--- src/rtl/dtp_pkg.sv ---
package dtp_pkg;

  typedef enum logic [1:0] {
    UPD_NOW     = 2'd0,
    UPD_LOCAL   = 2'd1,
    UPD_GLOBAL  = 2'd2,
    UPD_GLOBAL2 = 2'd3
  } upd_mode_e;

  // Decides whether waiting shadow values may move to the active copy this cycle.
  function automatic logic apply_ok(upd_mode_e m, logic zero, logic armed);
    case (m)
      UPD_NOW:   return 1'b1;
      UPD_LOCAL: return zero;
      default:   return zero & armed;
    endcase
  endfunction

endpackage

--- src/rtl/dtp_sync.sv ---
module dtp_sync (
  input  logic              clk,
  input  logic              rst_n,
  input  logic              gsync_req,
  input  logic              cnt_zero,
  input  dtp_pkg::upd_mode_e mode,
  output logic              apply_evt,
  output logic              armed
);

  // Request latch: cleared by a zero strobe, set by a new request (the request wins).
  always_ff @(posedge clk or negedge rst_n) begin
    if (!rst_n) armed <= 1'b0;
    else        armed <= (armed & ~cnt_zero) | gsync_req;
  end

  assign apply_evt = dtp_pkg::apply_ok(mode, cnt_zero, armed);

endmodule

--- src/rtl/dtp_shadow.sv ---
module dtp_shadow #(
  parameter int W = 12
) (
  input  logic         clk,
  input  logic         rst_n,
  input  logic         wr,
  input  logic [W-1:0] wdata,
  input  logic         apply,
  output logic [W-1:0] act,
  output logic         pending
);

  logic [W-1:0] pval;
  logic [W-1:0] cand;
  logic         have;

  // A write arriving together with the apply event goes straight through.
  assign cand = wr ? wdata : pval;
  assign have = wr | pending;

  always_ff @(posedge clk or negedge rst_n) begin
    if (!rst_n) begin
      act     <= '0;
      pval    <= '0;
      pending <= 1'b0;
    end else if (apply && have) begin
      act     <= cand;
      pending <= 1'b0;
    end else if (wr) begin
      pval    <= wdata;
      pending <= 1'b1;
    end
  end

endmodule

--- src/rtl/dtp_edge_delay.sv ---
module dtp_edge_delay #(
  parameter int W = 12
) (
  input  logic         clk,
  input  logic         rst_n,
  input  logic         src,
  input  logic [W-1:0] dly,
  output logic         ready
);

  logic [W-1:0] run;

  // Saturating count of earlier consecutive cycles with src high.
  function automatic logic [W-1:0] sat_step(logic [W-1:0] c);
    return (&c) ? c : c + 1'b1;
  endfunction

  function automatic logic held_long(logic [W-1:0] c, logic [W-1:0] d);
    return c >= d;
  endfunction

  always_ff @(posedge clk or negedge rst_n) begin
    if (!rst_n)   run <= '0;
    else if (src) run <= sat_step(run);
    else          run <= '0;
  end

  assign ready = src && held_long(run, dly);

endmodule

--- src/rtl/deadtime_pair.sv ---
module deadtime_pair #(
  parameter int DLY_W = 12
) (
  input  logic             clk,
  input  logic             rst_n,
  input  logic             pwm_a_in,
  input  logic             pwm_b_in,
  input  logic             cnt_zero,
  input  logic             gsync_req,
  input  logic [1:0]       upd_mode,
  input  logic             wr_en,
  input  logic [1:0]       wr_sel,
  input  logic [DLY_W-1:0] wr_data,
  output logic             out_hi,
  output logic             out_lo
);

  localparam int N_LANE  = 2;
  localparam int SEL_W   = 2;
  localparam logic [SEL_W-1:0] SEL_EN   = 2'd0;
  localparam logic [SEL_W-1:0] SEL_RISE = 2'd1;
  localparam logic [SEL_W-1:0] SEL_FALL = 2'd2;

  // Named internal events used by the checker.
  logic             apply_evt;
  logic             armed;
  logic             en_act;
  logic [DLY_W-1:0] rise_act;
  logic [DLY_W-1:0] fall_act;
  logic [2:0]       wr_hit;
  logic [2:0]       pend;
  logic [N_LANE-1:0] lane_src;
  logic [N_LANE-1:0] lane_ok;
  logic [DLY_W-1:0] lane_dly [N_LANE];

  assign wr_hit[0] = wr_en && (wr_sel == SEL_EN);
  assign wr_hit[1] = wr_en && (wr_sel == SEL_RISE);
  assign wr_hit[2] = wr_en && (wr_sel == SEL_FALL);

  dtp_sync u_sync (
    .clk       (clk),
    .rst_n     (rst_n),
    .gsync_req (gsync_req),
    .cnt_zero  (cnt_zero),
    .mode      (dtp_pkg::upd_mode_e'(upd_mode)),
    .apply_evt (apply_evt),
    .armed     (armed)
  );

  dtp_shadow #(.W(1)) u_en (
    .clk (clk), .rst_n (rst_n), .wr (wr_hit[0]), .wdata (wr_data[0]),
    .apply (apply_evt), .act (en_act), .pending (pend[0])
  );

  dtp_shadow #(.W(DLY_W)) u_rise (
    .clk (clk), .rst_n (rst_n), .wr (wr_hit[1]), .wdata (wr_data),
    .apply (apply_evt), .act (rise_act), .pending (pend[1])
  );

  dtp_shadow #(.W(DLY_W)) u_fall (
    .clk (clk), .rst_n (rst_n), .wr (wr_hit[2]), .wdata (wr_data),
    .apply (apply_evt), .act (fall_act), .pending (pend[2])
  );

  // Lane 0 delays the source's turn-on, lane 1 the inverted source's turn-on.
  assign lane_src[0] = pwm_a_in;
  assign lane_src[1] = ~pwm_a_in;
  assign lane_dly[0] = rise_act;
  assign lane_dly[1] = fall_act;

  for (genvar g = 0; g < N_LANE; g++) begin : g_lane
    dtp_edge_delay #(.W(DLY_W)) u_dly (
      .clk   (clk),
      .rst_n (rst_n),
      .src   (lane_src[g]),
      .dly   (lane_dly[g]),
      .ready (lane_ok[g])
    );
  end

  always_ff @(posedge clk or negedge rst_n) begin
    if (!rst_n) begin
      out_hi <= 1'b0;
      out_lo <= 1'b0;
    end else if (en_act) begin
      out_hi <= lane_ok[0];
      out_lo <= lane_ok[1];
    end else begin
      out_hi <= pwm_a_in;
      out_lo <= pwm_b_in;
    end
  end

endmodule

--- config.mk ---
export PLATFORM = sky130hd
export DESIGN_NAME = deadtime_pair
export DESIGN_NICKNAME = d
export VERILOG_FILES = /design/src/rtl/dtp_pkg.sv /design/src/rtl/dtp_sync.sv /design/src/rtl/dtp_shadow.sv /design/src/rtl/dtp_edge_delay.sv /design/src/rtl/deadtime_pair.sv
export SDC_FILE = /design/constraint.sdc
export NUM_CORES = 1
export LEC_CHECK = 0
export BUFFER_PORTS_ARGS = -buffer_cell sky130_fd_sc_hd__buf_2
export CAP_MARGIN = 20
export CORE_UTILIZATION = 45
export CTS_CLUSTER_DIAMETER = 200
export DETAILED_ROUTE_END_ITERATION = 12
export GPL_TIMING_DRIVEN = 0
export PLACE_DENSITY = 0.67
export SYNTH_ARGS = -nofsm -noshare
export SYNTH_HDL_FRONTEND = slang
export SYNTH_SLANG_ARGS = --single-unit
--- constraint.sdc ---
create_clock -name clk -period 2.2 [get_ports clk]
set_input_delay 0.33 -clock clk [delete_from_list [all_inputs] [get_ports clk]]
set_output_delay 0.33 -clock clk [all_outputs]
set_load 0.02 [all_outputs]
; ---- Yosys cells after proc, flatten, opt, wreduce, memory -nomap -nowiden
; Index checks and enable logic that the tools add are counted.
[word_totals]
output_inout_bits = 2
register_bits = 80
elab_cells = 62
[op_classes]
n_addsub = 2
n_eq_ne = 5
muxes = 16
magnitude_cmp = 2
bitwise = 8
n_reduce_logical = 15
[ops]
columns = op, n
row1 = two-way mux 12 bit, 6
row2 = "adder 12 x 1 -> 12 bit, second input constant", 2
row3 = greater-or-equal comparator 12 bit, 2
row4 = AND reduction 12 bit, 2
row5 = two-way mux 1 bit, 9
row6 = logical AND 1 bit, 8
row7 = nonzero test 2 bit, 3
row8 = "== test 2 x 1 -> 1 bit, second input constant", 2
row9 = logical NOT 2 bit, 2
row10 = "!= test 2 bit, second input constant", 2
row11 = bitwise OR 1 bit, 4
row12 = AND 1 bit, 2
row13 = "== test 2 bit, second input constant", 1
row14 = inverter 1 bit, 2
row15 = one-hot mux 1 bit (2 select lines), 1

; ---- Longest topological paths before layout
; Gate-level depths: netlist of run 1.
[depth]
depth_word = 5
ltp_mapped = 7

; ---- By module
; From an unflattened synthesis of run 1, not the netlist that was laid out.
[hier_totals]
hier_cells = 401
area_unflattened_um2 = 4424.2
[by_module_without_submodules]
columns = module, area_per_inst_um2, n_inst, cells_each, seq_area_each_um2
row1 = dtp_shadow (u_fall ...), 1121.1, 2, 86, 625.6
row2 = dtp_edge_delay (g_lane[1].u_dly), 948.4, 1, 103, 300.3
row3 = dtp_edge_delay (g_lane[0].u_dly), 943.4, 1, 102, 300.3
row4 = dtp_shadow (u_en), 128.9, 1, 11, 75.1
row5 = deadtime_pair, 108.9, 1, 8, 50.0
row6 = dtp_sync, 52.6, 1, 5, 25.0

; ---- Worst setup path before layout of run 1
; OpenSTA, ideal clock, no wires.
[synth_timing]
path_type = register to register
start = register g_lane[0].u_dly.run[9]
end = register out_hi
setup_slack_ps = 549
arrival_time_ps = 1513
stages_incl_launch_ff = 7
synth_period_minus_slack_ps = 1651
cell_sequence = dfrtp_1 ha_1 a21oi_1 o21ai_0 or3_1 a211oi_1 a211oi_1
[synth_between]
elab_chain_len = 3
[synth_lines]
columns = item, line_no
row1 = start: declaration, dtp_edge_delay.sv:11  ; logic [W-1:0] run;
row2 = start signal: assignment, dtp_edge_delay.sv:24  ; else if (src) run <= sat_step(run);
row3 = greater-or-equal comparator 12 bit, dtp_edge_delay.sv:19  ; return c >= d;
row4 = logical AND 1 bit, dtp_edge_delay.sv:28  ; assign ready = src && held_long(run, dly);
row5 = two-way mux 1 bit, deadtime_pair.sv:85  ; end else if (en_act) begin
row6 = end signal: assignment, deadtime_pair.sv:86  ; out_hi <= lane_ok[0];
row7 = end signal: assignment, deadtime_pair.sv:89  ; out_hi <= pwm_a_in;
row8 = end: declaration, deadtime_pair.sv:14  ; output logic out_hi,
; Every way passes these cells.
; A chain may end at the register's enable or synchronous reset.

; ---- Final worst setup path of run 1
[layout_timing]
start = register g_lane[1].u_dly.run[0]
end = register out_lo
[layout_between]
elab_chain_len = 3
[layout_lines]
columns = item, line_no
row1 = start: declaration, dtp_edge_delay.sv:11
row2 = start signal: assignment, dtp_edge_delay.sv:24
row3 = greater-or-equal comparator 12 bit, dtp_edge_delay.sv:19
row4 = logical AND 1 bit, dtp_edge_delay.sv:28
row5 = two-way mux 1 bit, deadtime_pair.sv:85
row6 = end signal: assignment, deadtime_pair.sv:87  ; out_lo <= lane_ok[1];
row7 = end signal: assignment, deadtime_pair.sv:90  ; out_lo <= pwm_b_in;
row8 = end: declaration, deadtime_pair.sv:15  ; output logic out_lo
; Every way passes these cells.

==> summary.txt, run 1 <==
Clocking
  – Post-CTS setup buffers: 0
  – Htree depth: 3
  – Sinks on Clock Net: 80
  – PostCTS Resize Cnt: 0
  – CTS Hold Buffers Added: 1
  – Clk buf depth: 2
  – CTS tree: yes
  – Clk Tree Root Cell: clkbuf_8
  – Clock latency on the worst-skew pair: 0.35 ns
  – Clock-pin transition on the worst setup and hold timing paths: 0.09 ns
  – CTS Buf Count: 9

Detailed routing
  – Drt pass-1 iters: 8
  – Vias per cell: 5.35
  – Routed WL per cell: 14.4 µm
  – Post-route ant nets: 0
  – Initial DRC count: 143
  – Via count: 2897
  – Routed WL: 7800 µm
  – Drt drc: 1

Pwr
  – Peak VDD IR: 0.000466 V
  – Power share of the combinational group: 0.212
  – Final Power: 3.81 mW
  – Clk pwr share: 0.280
  – Flop pwr share: 0.509
  – Leak: 2.26 nW
  – Switching Share: 0.297
  – Psw: 1.13 mW
  – Internal Power: 2.68 mW
  – Power per Cell Area: 824 nW/µm²

Floorplan
  – Core Rows: 34
  – I/O pin total: 25
  – Starting Density: 0.470
  – Die ar.: 9590 µm²
  – DIE HEIGHT: 98.0 µm
  – Die Span X: 98.0 µm
  – Core area: 8810 µm²

Global route
  – First-pass GRT wire length: 13500 µm
  – Largest net degree at the start of global routing: 42
  – Vias in the first global route: 2849
  – Initial antenna violation count: 0
  – All-Layer GR Usage: 0.180
  – Overflow after GRT: 0

Placed design
  – Placed Area: 4420 µm²
  – Routability cong.: 0.764
  – Place WS: 0.350 ns
  – Port bufs: 23
  – DPL Wire Length: 5880 µm

Worst setup path
  – Setup CP Type: reg -> reg
  – CP arrival: 2.04 ns
  – CP max FO: 3
  – Startpoint Class: flop
  – Crit end category: flop
  – Critical Path RT: 2.41 ns

Hold path
  – Worst Hold Class: in -> reg

Layout
  – Layout Nets: 478
  – Layout area overhead: 11.5%
  – Share of cells above drive strength 1: 0.177
  – Fin area: 4620 µm²
  – Ant diodes: 0

Logic synthesis
  – Asr flop ratio synth: 1.00
  – #FFs+latches synth: 80
  – Syn Inst Count: 393
  – Post-synth EDFFs: 0
  – Register area share after synthesis: 0.483
  – Cell area after synthesis: 4140 µm²
  – Synth warnings: 0
  – Library cells used by synthesis: 45
  – Top FF cell, synth: dfrtp_1
  – Syn nets: 442
  – Avg Inst Size Synth: 10.5 µm²

Status
  – Status: complete, but fails checks
  – Failing checks: DRC

STA
  – RSZ-0062 raised after global routing: false
  – Worst setup margin: 0.367 ns
  – Fin. max-slew vios: 0
  – Fmax: 546 MHz
  – Fin crit share: 0.833
  – Setup TNS: 0 ns
  – Final Setup Violations: 0
  – Tightest Pin Transition: 0.536 ns
  – WHS: 0.175 ns
  – Slew HR: 0.643
  – Final Hold Viols: 0
  – Tmin final: 1.83 ns
  – Final setup skew: 0.0122 ns

Run
  – Max-cap viol count: 0
metal layers:
layer,global-route usage,vias up,routed length (µm)
met2,0.292,44,3770
met4,0.0455,0,46
met3,0.0437,5,240
li1,-,1454,-
met1,0.244,1394,3740
met5,0,-,0
worst max-delay path, stage by stage, from the launching register on:
cell	delay (ns)
dfrtp_1	0.41
inv_1	0.09
ha_1	0.22
nand2b_1	0.13
a211oi_1	0.24
o21bai_1	0.10
a221oi_1	0.38
o41ai_1	0.11
power groups by stage:
stage                     logic [mW]  registers [mW]  clock network [mW]
final                          0.806            1.94                1.07
after global routing           0.948            1.98                1.17
after CTS                      0.826            1.94                1.10
after detailed placement       0.821            1.97                   0
after global placement         0.774            1.95                   0
after floorplan                0.576            1.93                   0
synth_stat cells, drive strengths merged, types with 2 or more instances:
| library cell | count | area, µm² |
|---|---|---|
| mux2i | 27 | 270 |
| a31oi | 5 | 31.3 |
| and3 | 7 | 43.8 |
| ha | 26 | 325 |
| o21bai | 3 | 22.5 |
| o21ai | 35 | 175 |
| nand3 | 8 | 40.0 |
| xor2 | 3 | 26.3 |
| nand3b | 2 | 15.0 |
| dfrtp | 80 | 2000 |
| inv | 31 | 116 |
| nand4 | 6 | 56.3 |
| buf | 4 | 25.0 |
| or3 | 4 | 30.0 |
| xnor2 | 7 | 61.3 |
| a211oi | 6 | 45.0 |
| clkbuf | 7 | 26.3 |
| nand2b | 3 | 18.8 |
| nand2 | 44 | 165 |
| a21oi | 10 | 50.1 |
| nor2 | 26 | 100 |
| nor3 | 8 | 50.1 |
| mux2 | 25 | 282 |
cell type report:
cell class	count	area [µm²]
fill	819	4190
tap	108	135
multi-input combinational	271	1970
inverter	31	116
buffer	11	51.3
sequential	80	2000
clock buffer	10	128
timing repair buffer	25	148
clock inverter	6	67.6
placed cells by master, fill, tap and decap left out, types with 7 or more instances in the layout:
cell type / Yosys / final
o21ai_0: 33 / 33
clkbuf_1: 7 / 8
mux2_2: 25 / 25
buf_2: 2 / 24
xnor2_1: 7 / 7
nand3_1: 8 / 8
inv_1: 31 / 31
clkbuf_8: 0 / 9
mux2i_1: 27 / 27
ha_1: 26 / 26
nor2_1: 25 / 25
dfrtp_1: 80 / 80
a21oi_1: 10 / 10
and3_1: 7 / 7
nand2_1: 44 / 44
through the flow:
step | cells | utilization
floorplan | 393 | -
global placement | 524 | 0.499
detailed placement | 525 | 0.501
CTS | 542 | 0.525
global route | 542 | 0.525
finish | 542 | 0.525
final timing paths:
kind	startpoint	to	slack [ns]	depth (start not counted)
worst min-delay path	gsync_req	u_sync.armed$_DFF_PN0_	0.17	2
worst max register to register	g_lane[1].u_dly.run[0]$_DFFE_PN0P_	out_lo$_DFF_PN0_	0.37	7
min in group asynchronous	rst_n	g_lane[0].u_dly.run[8]$_DFFE_PN0P_	0.51	2
max in group asynchronous	rst_n	u_fall.pval[10]$_DFFE_PN0N_	1.09	3
worst min register to register	u_fall.act[6]$_DFFE_PN0P_	u_fall.act[6]$_DFFE_PN0P_	0.49	2
worst max-delay path	g_lane[1].u_dly.run[0]$_DFFE_PN0P_	out_lo$_DFF_PN0_	0.37	7
sequential cells by signal, indices dropped and copies added, names as in the netlist:
signal            cells
g_lane.u_dly.run     24
out_hi                1
out_lo                1
u_en.act              1
u_en.pending          1
u_en.pval             1
u_fall.act           12
u_fall.pending        1
u_fall.pval          12
u_rise.act           12
u_rise.pending        1
u_rise.pval          12
u_sync.armed          1
cells by family (layout without fill, tap and decap cells):
family          Yosys count  count (layout)  share of synthesized area
simple gates            113             113                      0.134
flops                    80              80                      0.483
compound gates           70              70                      0.109
fa+ha+maj                26              26                     0.0785
mux                      52              52                      0.133
xor+xnor                 10              10                     0.0211
buf+inv                  42              83                     0.0405
(Power assumes the default switching activity.)
==> run 2, diff against run 1 <==
Settings changed: PLACE_DENSITY 0.67 to 0.69.
Clock period 2.2 ns to 1.5 ns, I/O delays scaled along.
==> run 2 against run 1 <==
- the run ends with DRC, setup timing left
- sequential share of layout area down 2.7 points
- setup slack got worse by 0.57 ns
- first-iteration DRC count shrank 28%
- sequential cell count is the same
- clock skew down 0.00076 ns
- cell count up 2.2%
- die area did not move
- via count up 3.6%
- combinational power up 75%
- global-route usage is 1.2 points higher
- maximum frequency is 7.8% higher
- critical endpoint unchanged
==> summary.txt, run 2 (synthesized netlist as in run 1, its figures left out) <==
Status
  – Status: complete, but fails checks
  – Failing checks: DRC, setup timing

Detailed routing
  – Routed WL per cell: 15.4 µm (+6.8%)
  – Initial DRC count: 103 (-28%)
  – Drt drc: 3 (+2)
  – DRT met1 WL: 4030 µm (+7.7%)
  – Drt pass-1 iters: 8 (unchanged)
  – Vias per cell: 5.42 (+1.4%)
  – Top Layer Used: met4
  – Post-route ant nets: 0 (unchanged)
  – Routed wl met2: 4100 µm (+8.9%)
  – Routed WL: 8520 µm (+9.2%)
  – Via count: 3002 (+3.6%)
  – Metal3 WL: 278 µm (+16%)

Worst setup path
  – Crit-path max cell delay: 0.43 ns (+0.02 ns)
  – Worst path slowest cell: dfrtp_1
  – Setup CP Type: reg -> reg
  – CP delay by family, top: compound AO/OA/AOI/OAI gates
  – CP max FO: 4 (+1)
  – CP arrival: 1.92 ns (-0.12 ns)
  – WP buf/inv: 0 (-1)
  – Startpoint Class: flop
  – RR Startpoint: g_lane[1].u_dly.run[1]$_DFFE_PN0P_
  – Flop2flop setup slack: -0.20 ns (-0.57 ns)
  – Crit end category: flop
  – Crit-path cells: ha_1 -> a211oi_4 -> o21bai_2 -> a221oi_4 -> o41ai_2
  – Cell count of the worst reg-to-reg path: 5 (-2)
  – Critical Path RT: 1.72 ns (-0.69 ns)
  – Reg2Reg Capture Point: out_lo$_DFF_PN0_

Floorplan
  – DIE HEIGHT: 98.0 µm (unchanged)
  – Die ar.: 9590 µm² (unchanged)
  – Starting Density: 0.470 (unchanged)
  – Core Rows: 34 (unchanged)
  – I/O pin total: 25 (unchanged)
  – Die Span X: 98.0 µm (unchanged)
  – Core area: 8810 µm² (unchanged)

STA
  – Fmax: 588 MHz (+7.8%)
  – Fin. max-slew vios: 0 (unchanged)
  – Slew HR: 0.651 (+0.00853)
  – Tmin final: 1.70 ns (-0.132 ns)
  – Tightest Pin Transition: 0.522 ns (-0.0139 ns)
  – Final setup skew: 0.0114 ns (-0.000765 ns)
  – RSZ-0062 raised after global routing: true
  – Worst setup margin: -0.201 ns (-0.568 ns)
  – Final Hold Viols: 0 (unchanged)
  – Fin crit share: 1.13 (+0.301)
  – Final Setup Violations: 6 (+6)

Placed design
  – Placed Area: 4490 µm² (+1.7%)
  – Routability cong.: 0.724 (-5.3%)
  – Port bufs: 23 (unchanged)
  – DPL Wire Length: 5980 µm (+1.6%)
  – Placed Instances: 525 (unchanged)

Clocking
  – Clk Tree Root Cell: clkbuf_8
  – Clock-pin transition on the worst setup and hold timing paths: 0.08 ns (about the same)
  – Clk buf depth: 2 (unchanged)
  – Htree depth: 3 (unchanged)
  – CTS tree: yes
  – Sinks on Clock Net: 80 (unchanged)
  – Clock latency on the worst-skew pair: 0.35 ns (about the same)
  – CTS Buf Count: 9 (unchanged)

Global route
  – Overflow after GRT: 0 (unchanged)
  – Largest net degree at the start of global routing: 61 (+45%)
  – All-Layer GR Usage: 0.193 (+0.0122)
  – Vias in the first global route: 3002 (+5.4%)
  – First-pass GRT wire length: 14500 µm (+7.0%)
  – Initial antenna violation count: 0 (unchanged)

Layout
  – Layout Nets: 491 (+2.7%)
  – Most flops, register: g_lane.u_dly.run
  – Layout area overhead: 20.0%
  – Number of flip-flops under the largest register name: 24 (unchanged)
  – Final std cells w/o fill: 554 (+2.2%)
  – Most frequent cells in the layout: dfrtp_1 (67), nand2_1 (44), o21ai_0 (32)
  – # fillers: 756 (-7.7%)
  – Fin area: 4970 µm² (+7.6%)
  – Ant diodes: 0 (unchanged)
  – Commonest non-fill, non-tap cell in the layout: dfrtp_1
  – Share of cells above drive strength 1: 0.298 (+0.121)

Hold path
  – Worst Hold Class: in -> reg
  – WHS Endpoint: u_sync.armed$_DFF_PN0_
  – Min-Delay Path Depth: 2 (unchanged)
  – Hold Crit Start: gsync_req

Pwr
  – Peak VDD IR: 0.000588 V (+26%)
  – Power per Cell Area: 1130 nW/µm² (+37%)
  – Leak: 2.37 nW (+5.1%)

Run
  – Max-cap viol count: 0 (unchanged)
-- run 2: cell count changes in the layout (fill, tap and decap cells not counted), sizes merged --
cell / change
bufinv: -1
clkinvlp: -1
buf: +16
inv: -1
clkinv: +1
clkbuf: -2
-- run 2: per-stage QoR --
stage | worst slack, ns | power, mW | hold WS (ns) | TNS (ns) | utilization
2_1_floorplan | -0.0279 | 3.74 | -0.0706 | -0.0420 | -
6_report | -0.201 | 5.61 | 0.0769 | -0.481 | 0.565
3_3_place_gp | -0.417 | 4.05 | 0.424 | -37.66 | 0.506
4_1_cts | -0.201 | 5.58 | 0.0655 | -0.415 | 0.546
5_1_grt | -0.279 | 5.99 | 0.0698 | -1.22 | 0.565
3_5_place_dp | -0.362 | 4.14 | 0.143 | -5.89 | 0.510
-- run 2: worst max path at each step --
stage / start / end / slack [ns] / cells after the start
global placement: rst_n / g_lane[1].u_dly.run[5]$_DFFE_PN0P_ / -0.42 / 1
finish: g_lane[1].u_dly.run[1]$_DFFE_PN0P_ / out_lo$_DFF_PN0_ / -0.20 / 5
CTS: g_lane[0].u_dly.run[8]$_DFFE_PN0P_ / out_hi$_DFF_PN0_ / -0.20 / 6
global route: g_lane[1].u_dly.run[0]$_DFFE_PN0P_ / out_lo$_DFF_PN0_ / -0.28 / 7
floorplan: g_lane[0].u_dly.run[9]$_DFFE_PN0P_ / out_hi$_DFF_PN0_ / -0.03 / 6
detailed placement: g_lane[1].u_dly.run[0]$_DFFE_PN0P_ / out_lo$_DFF_PN0_ / -0.36 / 7
-- run 2: worst register-to-register path: cells and delay by family, from the launching register on --
family                   cells  cell delay, ns
AO/OA/AOI/OAI                4            0.82
adder cells (fa/ha/maj)      1            0.33
flip-flops                   1            0.43
-- run 2: per-layer routing --
layer / up-vias / track usage
met4: 0 / 0.0606
met3: 10 / 0.0422
met1: 1469 / 0.257
li1: 1482 / -
met2: 41 / 0.313
met5: - / 0
-- run 2: final cells by class --
cell class / instances / area, µm² / area share
Multi-Input combinational cell: 271 / 2230 / 0.448
Sequential cell: 80 / 2020 / 0.406
Timing Repair Buffer: 38 / 256 / 0.0516
Tap cell: 108 / 135 / 0.0272
Clock buffer: 11 / 131 / 0.0264
Inverter: 31 / 116 / 0.0234
Buffer: 11 / 63.8 / 0.0128
Clock inverter: 4 / 22.5 / 0.00453
-- run 2: where the power goes --
part           switching (mW)  internal (mW)  total [mW]
Clock                   0.762          0.585        1.35
Sequential              0.255           2.60        2.85
Combinational           0.720          0.687        1.41
Total                    1.74           3.87        5.61
-- run 2: repair_timing --
| action | in CTS | in global routing |
|---|---|---|
| buffers inserted | 6 | 7 |
| endpoints found under the setup margin | 29 | 61 |
| endpoints found under the hold margin | 20 | 0 |
| pin swaps | 5 | 5 |
| hold buffers | 1 | 0 |
| gates resized for setup | 25 | 31 |
